## src/rtl/lpwr_pkg.sv

```systemverilog
// Package lpwr_pkg
// Shared types for the link power supervisor.
// Assumes: nothing beyond IEEE 1800-2017 packages.
package lpwr_pkg;

    // Interface state. Only IF_NORM lets traffic through.
    typedef enum logic [1:0] {
        IF_NORM  = 2'd0,
        IF_LPRST = 2'd1,
        IF_LPDIS = 2'd2
    } if_state_e;

endpackage

```

## src/rtl/lpwr_low_timer.sv

```systemverilog
// Module lpwr_low_timer
// Counts consecutive low samples of the status line and flags when the count
// is past the reset timeout and past the disable timeout.
// Assumes: stat_i is synchronous to clk; DIS_TO > RST_TO.
module lpwr_low_timer #(
    parameter int RST_TO = 8,
    parameter int DIS_TO = 24
) (
    input  logic clk,
    input  logic rst_n,
    input  logic stat_i,
    output logic over_rst_o,
    output logic over_dis_o
);
    localparam int CW = $clog2(DIS_TO + 2);
    localparam logic [CW-1:0] SAT   = CW'(DIS_TO + 1);
    localparam logic [CW-1:0] RLIM  = CW'(RST_TO);
    localparam logic [CW-1:0] DLIM  = CW'(DIS_TO);

    logic [CW-1:0] cnt_q;

    // Low-run counter: cleared by any high sample, saturates above DIS_TO.
    always_ff @(posedge clk) begin
        if (!rst_n) begin
            cnt_q <= '0;
        end else if (stat_i) begin
            cnt_q <= '0;
        end else if (cnt_q != SAT) begin
            cnt_q <= cnt_q + 1'b1;
        end
    end

    // Threshold decode of the registered count.
    always_comb begin
        over_rst_o = (cnt_q > RLIM);
        over_dis_o = (cnt_q > DLIM);
    end

    // a high sample restarts the measurement.
    a_r1_clear_on_high: assert property (@(posedge clk) disable iff (!rst_n)
        stat_i |=> (cnt_q == '0));

    // each low sample below saturation adds exactly one.
    a_r1_count_step: assert property (@(posedge clk) disable iff (!rst_n)
        (!stat_i && cnt_q != SAT) |=> (cnt_q == $past(cnt_q) + 1'b1));

    // passing the disable limit implies passing the reset limit.
    a_r4_order: assert property (@(posedge clk) disable iff (!rst_n)
        over_dis_o |-> over_rst_o);

endmodule

```

## src/rtl/lpwr_state_ctl.sv

```systemverilog
// Module lpwr_state_ctl
// Interface state machine. Moves between normal, low-power reset and
// low-power disabled from the status line and the timer flags, and produces
// the registered clock enable, initialise strobe and bus-reset request.
// Assumes: over_dis_i is never set without over_rst_i; synchronous reset.
module lpwr_state_ctl
    import lpwr_pkg::*;
(
    input  logic      clk,
    input  logic      rst_n,
    input  logic      stat_i,
    input  logic      over_rst_i,
    input  logic      over_dis_i,
    output if_state_e state_o,
    output logic      clk_en_o,
    output logic      init_o,
    output logic      busrst_o
);
    if_state_e state_q, state_nxt;
    logic      dis_by_to_q, dis_by_to_nxt;
    logic      leaving;
    logic      clk_en_q, init_q, busrst_q;

    // Next-state decode from the status line and the timer flags.
    always_comb begin
        state_nxt = state_q;
        unique case (state_q)
            IF_NORM: begin
                if (over_dis_i)      state_nxt = IF_LPDIS;
                else if (over_rst_i) state_nxt = IF_LPRST;
            end
            IF_LPRST: begin
                if (stat_i)          state_nxt = IF_NORM;
                else if (over_dis_i) state_nxt = IF_LPDIS;
            end
            IF_LPDIS: begin
                if (stat_i)          state_nxt = IF_NORM;
            end
            default:                 state_nxt = IF_LPDIS;
        endcase
    end

    // Return detection and the record of how the disabled state was entered.
    always_comb begin
        leaving       = (state_q != IF_NORM) && (state_nxt == IF_NORM);
        dis_by_to_nxt = dis_by_to_q;
        if (state_q != IF_LPDIS && state_nxt == IF_LPDIS) begin
            dis_by_to_nxt = 1'b1;
        end else if (leaving) begin
            dis_by_to_nxt = 1'b0;
        end
    end

    // State and entry-record registers; hardware reset parks in disabled.
    always_ff @(posedge clk) begin
        if (!rst_n) begin
            state_q     <= IF_LPDIS;
            dis_by_to_q <= 1'b0;
        end else begin
            state_q     <= state_nxt;
            dis_by_to_q <= dis_by_to_nxt;
        end
    end

    // Registered outputs: clock enable and the two one-cycle strobes.
    always_ff @(posedge clk) begin
        if (!rst_n) begin
            clk_en_q <= 1'b0;
            init_q   <= 1'b0;
            busrst_q <= 1'b0;
        end else begin
            clk_en_q <= (state_nxt != IF_LPDIS);
            init_q   <= leaving;
            busrst_q <= leaving && (state_q == IF_LPDIS) && dis_by_to_q;
        end
    end

    assign state_o  = state_q;
    assign clk_en_o = clk_en_q;
    assign init_o   = init_q;
    assign busrst_o = busrst_q;

    // a short low run keeps the interface in normal.
    a_r1_hold_normal: assert property (@(posedge clk) disable iff (!rst_n)
        (state_q == IF_NORM && !over_rst_i) |=> (state_q == IF_NORM));

    // clock keeps running in the reset state.
    a_r3_clk_in_reset: assert property (@(posedge clk) disable iff (!rst_n)
        (state_q == IF_LPRST) |-> clk_en_o);

    // clock held off in the disabled state.
    a_r4_clk_off_dis: assert property (@(posedge clk) disable iff (!rst_n)
        (state_q == IF_LPDIS) |-> !clk_en_o);

    // a high sample outside normal returns with an init strobe.
    a_r5_leave_on_high: assert property (@(posedge clk) disable iff (!rst_n)
        (state_q != IF_NORM && stat_i) |=> (state_q == IF_NORM && init_o));

    // the init strobe lasts one cycle.
    a_r5_init_single: assert property (@(posedge clk) disable iff (!rst_n)
        init_o |=> !init_o);

    // bus reset only together with init and after the disabled state.
    a_r7_busrst_with_init: assert property (@(posedge clk) disable iff (!rst_n)
        busrst_o |-> (init_o && $past(state_q) == IF_LPDIS));

endmodule

```

## src/rtl/lpwr_port_gate.sv

```systemverilog
// Module lpwr_port_gate
// Gates the control and data lines toward the link and the request toward
// the core: pass-through in normal, forced low otherwise.
// Assumes: pass_i is a clean registered-state decode.
module lpwr_port_gate #(
    parameter int CTL_W = 2,
    parameter int DAT_W = 8
) (
    input  logic             pass_i,
    input  logic [CTL_W-1:0] ctl_i,
    input  logic [DAT_W-1:0] dat_i,
    input  logic             req_i,
    output logic [CTL_W-1:0] ctl_o,
    output logic [DAT_W-1:0] dat_o,
    output logic             req_o
);
    // AND-gate every line with the pass condition.
    always_comb begin
        ctl_o = ctl_i & {CTL_W{pass_i}};
        dat_o = dat_i & {DAT_W{pass_i}};
        req_o = req_i & pass_i;
    end

endmodule

```

## src/rtl/link_pwr_supervisor.sv

```systemverilog
// Module link_pwr_supervisor (top)
// Supervises the link power-status line and sets the PHY-to-link interface
// state: normal, low-power reset (lines low, clock running) or low-power
// disabled (lines low, clock enable off). Strobes init on return and
// requests a bus reset after a timed-out disable.
// Assumes: link_stat_i synchronised to clk; DIS_TO > RST_TO >= 1.
module link_pwr_supervisor
    import lpwr_pkg::*;
#(
    parameter int RST_TO = 8,
    parameter int DIS_TO = 24,
    parameter int CTL_W  = 2,
    parameter int DAT_W  = 8
) (
    input  logic             clk,
    input  logic             rst_n,
    input  logic             link_stat_i,
    input  logic             link_req_i,
    input  logic [CTL_W-1:0] core_ctl_i,
    input  logic [DAT_W-1:0] core_dat_i,
    output logic [CTL_W-1:0] ctl_o,
    output logic [DAT_W-1:0] dat_o,
    output logic             req_fwd_o,
    output logic             clk_en_o,
    output logic             if_init_o,
    output logic             bus_rst_req_o
);
    logic      over_rst, over_dis;
    if_state_e if_state;
    logic      pass;

    // Low-duration measurement.
    lpwr_low_timer #(.RST_TO(RST_TO), .DIS_TO(DIS_TO)) u_timer (
        .clk        (clk),
        .rst_n      (rst_n),
        .stat_i     (link_stat_i),
        .over_rst_o (over_rst),
        .over_dis_o (over_dis)
    );

    // Interface state and strobes.
    lpwr_state_ctl u_fsm (
        .clk        (clk),
        .rst_n      (rst_n),
        .stat_i     (link_stat_i),
        .over_rst_i (over_rst),
        .over_dis_i (over_dis),
        .state_o    (if_state),
        .clk_en_o   (clk_en_o),
        .init_o     (if_init_o),
        .busrst_o   (bus_rst_req_o)
    );

    assign pass = (if_state == IF_NORM);

    // Line gating.
    lpwr_port_gate #(.CTL_W(CTL_W), .DAT_W(DAT_W)) u_gate (
        .pass_i (pass),
        .ctl_i  (core_ctl_i),
        .dat_i  (core_dat_i),
        .req_i  (link_req_i),
        .ctl_o  (ctl_o),
        .dat_o  (dat_o),
        .req_o  (req_fwd_o)
    );

    // lines quiet and request dropped whenever the clock enable is off.
    a_r2_quiet_when_gated: assert property (@(posedge clk) disable iff (!rst_n)
        !clk_en_o |-> (ctl_o == '0 && dat_o == '0 && !req_fwd_o));

    // clock enable only falls after the disable limit was crossed.
    a_r9_clk_fall_cause: assert property (@(posedge clk) disable iff (!rst_n)
        $fell(clk_en_o) |-> $past(over_dis));

    initial begin
        a_r4_param_order: assert (DIS_TO > RST_TO && RST_TO >= 1);
    end

endmodule

```

## config.mk

```make
export PLATFORM = sky130hd
export DESIGN_NAME = link_pwr_supervisor
export DESIGN_NICKNAME = d
export VERILOG_FILES = /design/src/rtl/lpwr_pkg.sv /design/src/rtl/lpwr_low_timer.sv /design/src/rtl/lpwr_state_ctl.sv /design/src/rtl/lpwr_port_gate.sv /design/src/rtl/link_pwr_supervisor.sv
export SDC_FILE = /design/constraint.sdc
export NUM_CORES = 1
export LEC_CHECK = 0
export BUFFER_PORTS_ARGS = -buffer_cell sky130_fd_sc_hd__buf_2
export CAP_MARGIN = 10
export CORE_MARGIN = 2
export CORE_UTILIZATION = 32
export CTS_CLUSTER_SIZE = 14
export DETAILED_ROUTE_END_ITERATION = 10
export PLACE_DENSITY = 0.65
export SETUP_SLACK_MARGIN = 0.3
export SLEW_MARGIN = 20
export SYNTH_ARGS = -nofsm -noshare
export SYNTH_HDL_FRONTEND = slang
export SYNTH_SLANG_ARGS = --single-unit
```

## constraint.sdc

```tcl
create_clock -name clk -period 1.4 [get_ports clk]
set_clock_uncertainty 0.2 [all_clocks]
set_input_delay 0.07 -clock clk [delete_from_list [all_inputs] [get_ports clk]]
set_output_delay 0.07 -clock clk [all_outputs]
set_load 0.02 [all_outputs]
```

==> flow_metrics.py <==
metrics = {
    "global_routing": {
        "grt_first_pass_wirelength_um": 2360,
        "track_usage_pct": 16.3,
        "grt_pass1_vias": 580,
        "antenna_found_initial": 0,
        "gr-total-overflow": 0,
        "grt_max_degree": 7,
    },
    "sta": {
        "whs_ns": 0.0113,
        "layout_min_cycle_time_ns": 1.37,
        "final_hold_viol_count": 0,
        "relSlewSlack_pct": 82.2,
        "tns_ns": 0,
        "rsz0062_at_grt": "yes",
        "max_slew.worst_pin.slew_ns": 0.266,
        "setup_violations": 0,
        "slew_violations": 0,
        "fin_crit_sh_pct": 97.6,
        "worst_slack_ns": 0.0341,
        "fmax_mhz": 732,
    },
    "synth": {
        "ys_seq_elements": 11,
        "synthTopCellsByArea": "dfxtp_1 (38%), and2_1 (13%), ha_1 (6.5%)",
        "syn_area_um2": 576,
        "syn-instance-count": 64,
        "syn-num-nets": 81,
        "yosysSeqAreaShare_pct": 38.3,
        "syn_area_per_cell_um2": 8.99,
        "yosysWarnings": 0,
        "yosysTopAreaCell": "dfxtp_1",
        "synth_cell_types": 25,
        "synth_top_cell_area_share_pct": 38.3,
    },
    "placement": {
        "place_congestion": 0.757,
        "io_buffer_count": 27,
        "dp_hpwl_um": 855,
        "pre_cts_slack_ns": 0.0343,
    },
    "cts": {
        "cts_tree": "done",
        "htreeDepth": 1,
        "cts_made_buffers": 3,
        "clkLatencyLatePin_ns": 0.27,
        "cts_root_buf": "clkbuf_4",
        "cts_sinks": 11,
        "max-clock-path-buffers": 2,
        "clk_transition_reported_paths_ns": 0.07,
    },
    "pwr": {
        "power_density_nw_per_um2": 699,
        "irDropWorstVdd_mv": 0.443,
        "p_leak_uw": 0.000491,
    },
    "die": {
        "num_rows": 15,
        "core_um2": 1710,
        "ios": 28,
        "die-area_um2": 2150,
        "dieHeight_um": 46.4,
        "fp.dieW_um": 46.4,
        "start_util_pct": 33.7,
    },
    "job": {
        "drv_cap": 0,
    },
    "final_layout": {
        "nets": 123,
        "final_cell_mix": "buf_2 (16), buf_6 (16), and2_4 (11)",
        "diodes": 0,
        "fillers": 128,
        "utilization_pct": 64.2,
        "area_growth_pct": 90.7,
        "drive_gt1_share_pct": 70.5,
    },
    "detailed_routing": {
        "drc_errors": 0,
        "first_pass_iters": 4,
        "highest_layer": "met4",
        "wl_met1_um": 613,
        "via_per_inst": 4.64,
        "ant_nets": 0,
        "met3_length_um": 82,
        "drt-initial-drc-count": 5,
        "wl_met2_um": 1010,
        "wirelength_um": 1750,
        "wire_per_inst_um": 13.4,
        "vias": 603,
    },
    "min_path": {
        "hold_class": "input pin to flop",
    },
    "critical_path": {
        "end_kind": "output pin",
        "critPathMaxFanout": 5,
        "path_class": "flop to output pin",
        "arrival_ns": 1.10,
        "cp_data_required_time_ns": 1.13,
        "critPathLaunchType": "flop",
    },
    "outcome": {
        "status": "finished clean",
    },
}
==> per-stage QoR <==
| stage | power [uW] | std cells | area [um2] |
|---|---|---|---|
| 3_3_place_gp | 476 | 114 | 783 |
| 5_1_grt | 812 | 130 | 1100 |
| 2_1_floorplan | 441 | 64 | 642 |
| 3_5_place_dp | 477 | 114 | 783 |
| 4_1_cts | 749 | 128 | 1030 |
| 6_report | 767 | 130 | 1100 |
==> critical path, cell delays in order (launching register included) <==
cell and delay [ns]:
dfxtp_4 0.38, nor2_4 0.17, and2_4 0.17, buf_6 0.11
==> registers in the layout, indices dropped and copies added (netlist names) <==
name / flops
u_timer.cnt_q: 5
u_fsm.state_o: 2
u_fsm.busrst_o: 1
u_fsm.clk_en_o: 1
u_fsm.dis_by_to_q: 1
u_fsm.init_o: 1
==> path summary, 6_finish.rpt <==
check / slack, ns / cells past startpoint / start / end
max: 0.03 / 3 / u_fsm.state_o[0]$_SDFF_PN0_ / dat_o[7]
min: 0.01 / 3 / rst_n / u_fsm.state_o[0]$_SDFF_PN0_
max reg2reg: 0.03 / 3 / u_fsm.state_o[0]$_SDFF_PN0_ / u_fsm.clk_en_o$_SDFF_PN0_
min reg2reg: 0.29 / 2 / u_fsm.dis_by_to_q$_SDFFE_PN0P_ / u_fsm.busrst_o$_SDFF_PN0_
==> report_power, final <==
| group | leakage (uW) | total [uW] | switching [uW] | internal, uW |
|---|---|---|---|---|
| Clock | 0.0000150 | 218 | 108 | 110 |
| Combinational | 0.000383 | 217 | 97.9 | 119 |
| Sequential | 0.0000925 | 332 | 11.1 | 320 |
| Total | 0.000491 | 767 | 217 | 550 |
==> cells by family after synthesis <==
logic type	Yosys count	share of synthesized area, %
buf+inv	7	4.78
simple gates	31	32.6
mux	1	1.74
flops	11	38.3
xor+xnor	5	7.61
fa+ha+maj	3	6.52
compound gates	6	8.48
==> final cells by class <==
type                       count  area, um2  area share [%]
clock buffer                   4       26.3            2.39
inverter                       5       21.3            1.94
multi-input combinational     47        474            43.2
sequential                    11        234            21.3
tap                           25       31.3            2.85
timing repair buffer          38        310            28.3
==> synthesized netlist by cell type <==
cell type   n
a211o_2     1
a31oi_1     1
and2_1     12
and3_1      1
buf_2       1
clkbuf_1    1
dfxtp_1    11
ha_1        3
inv_1       5
mux2i_1     1
nand2_1     3
nand2b_1    1
nand2b_4    1
nand3_1     2
nand3_4     1
nand4b_1    1
nor2_1      7
nor3_1      1
nor3b_1     1
o21ai_0     1
o221ai_1    1
o311a_1     1
o311ai_1    1
xnor2_1     2
xor2_1      3
==> per-layer routing <==
layer / vias to the layer above / global-route usage (%)
li1: 292 / -
met1: 282 / 15.4
met2: 22 / 28.1
met3: 7 / 6.27
met4: 0 / 12.0
met5: - / 0
==> repair_timing <==
action,in CTS,in global routing
pin swaps,15,12
hold buffers,2,0
resized for setup,40,11
setup buffers,7,2
cloned,1,0
setup endpoints to repair,19,22
hold endpoints to repair,10,0
Note: power is estimated with default switching activity, not from simulation.
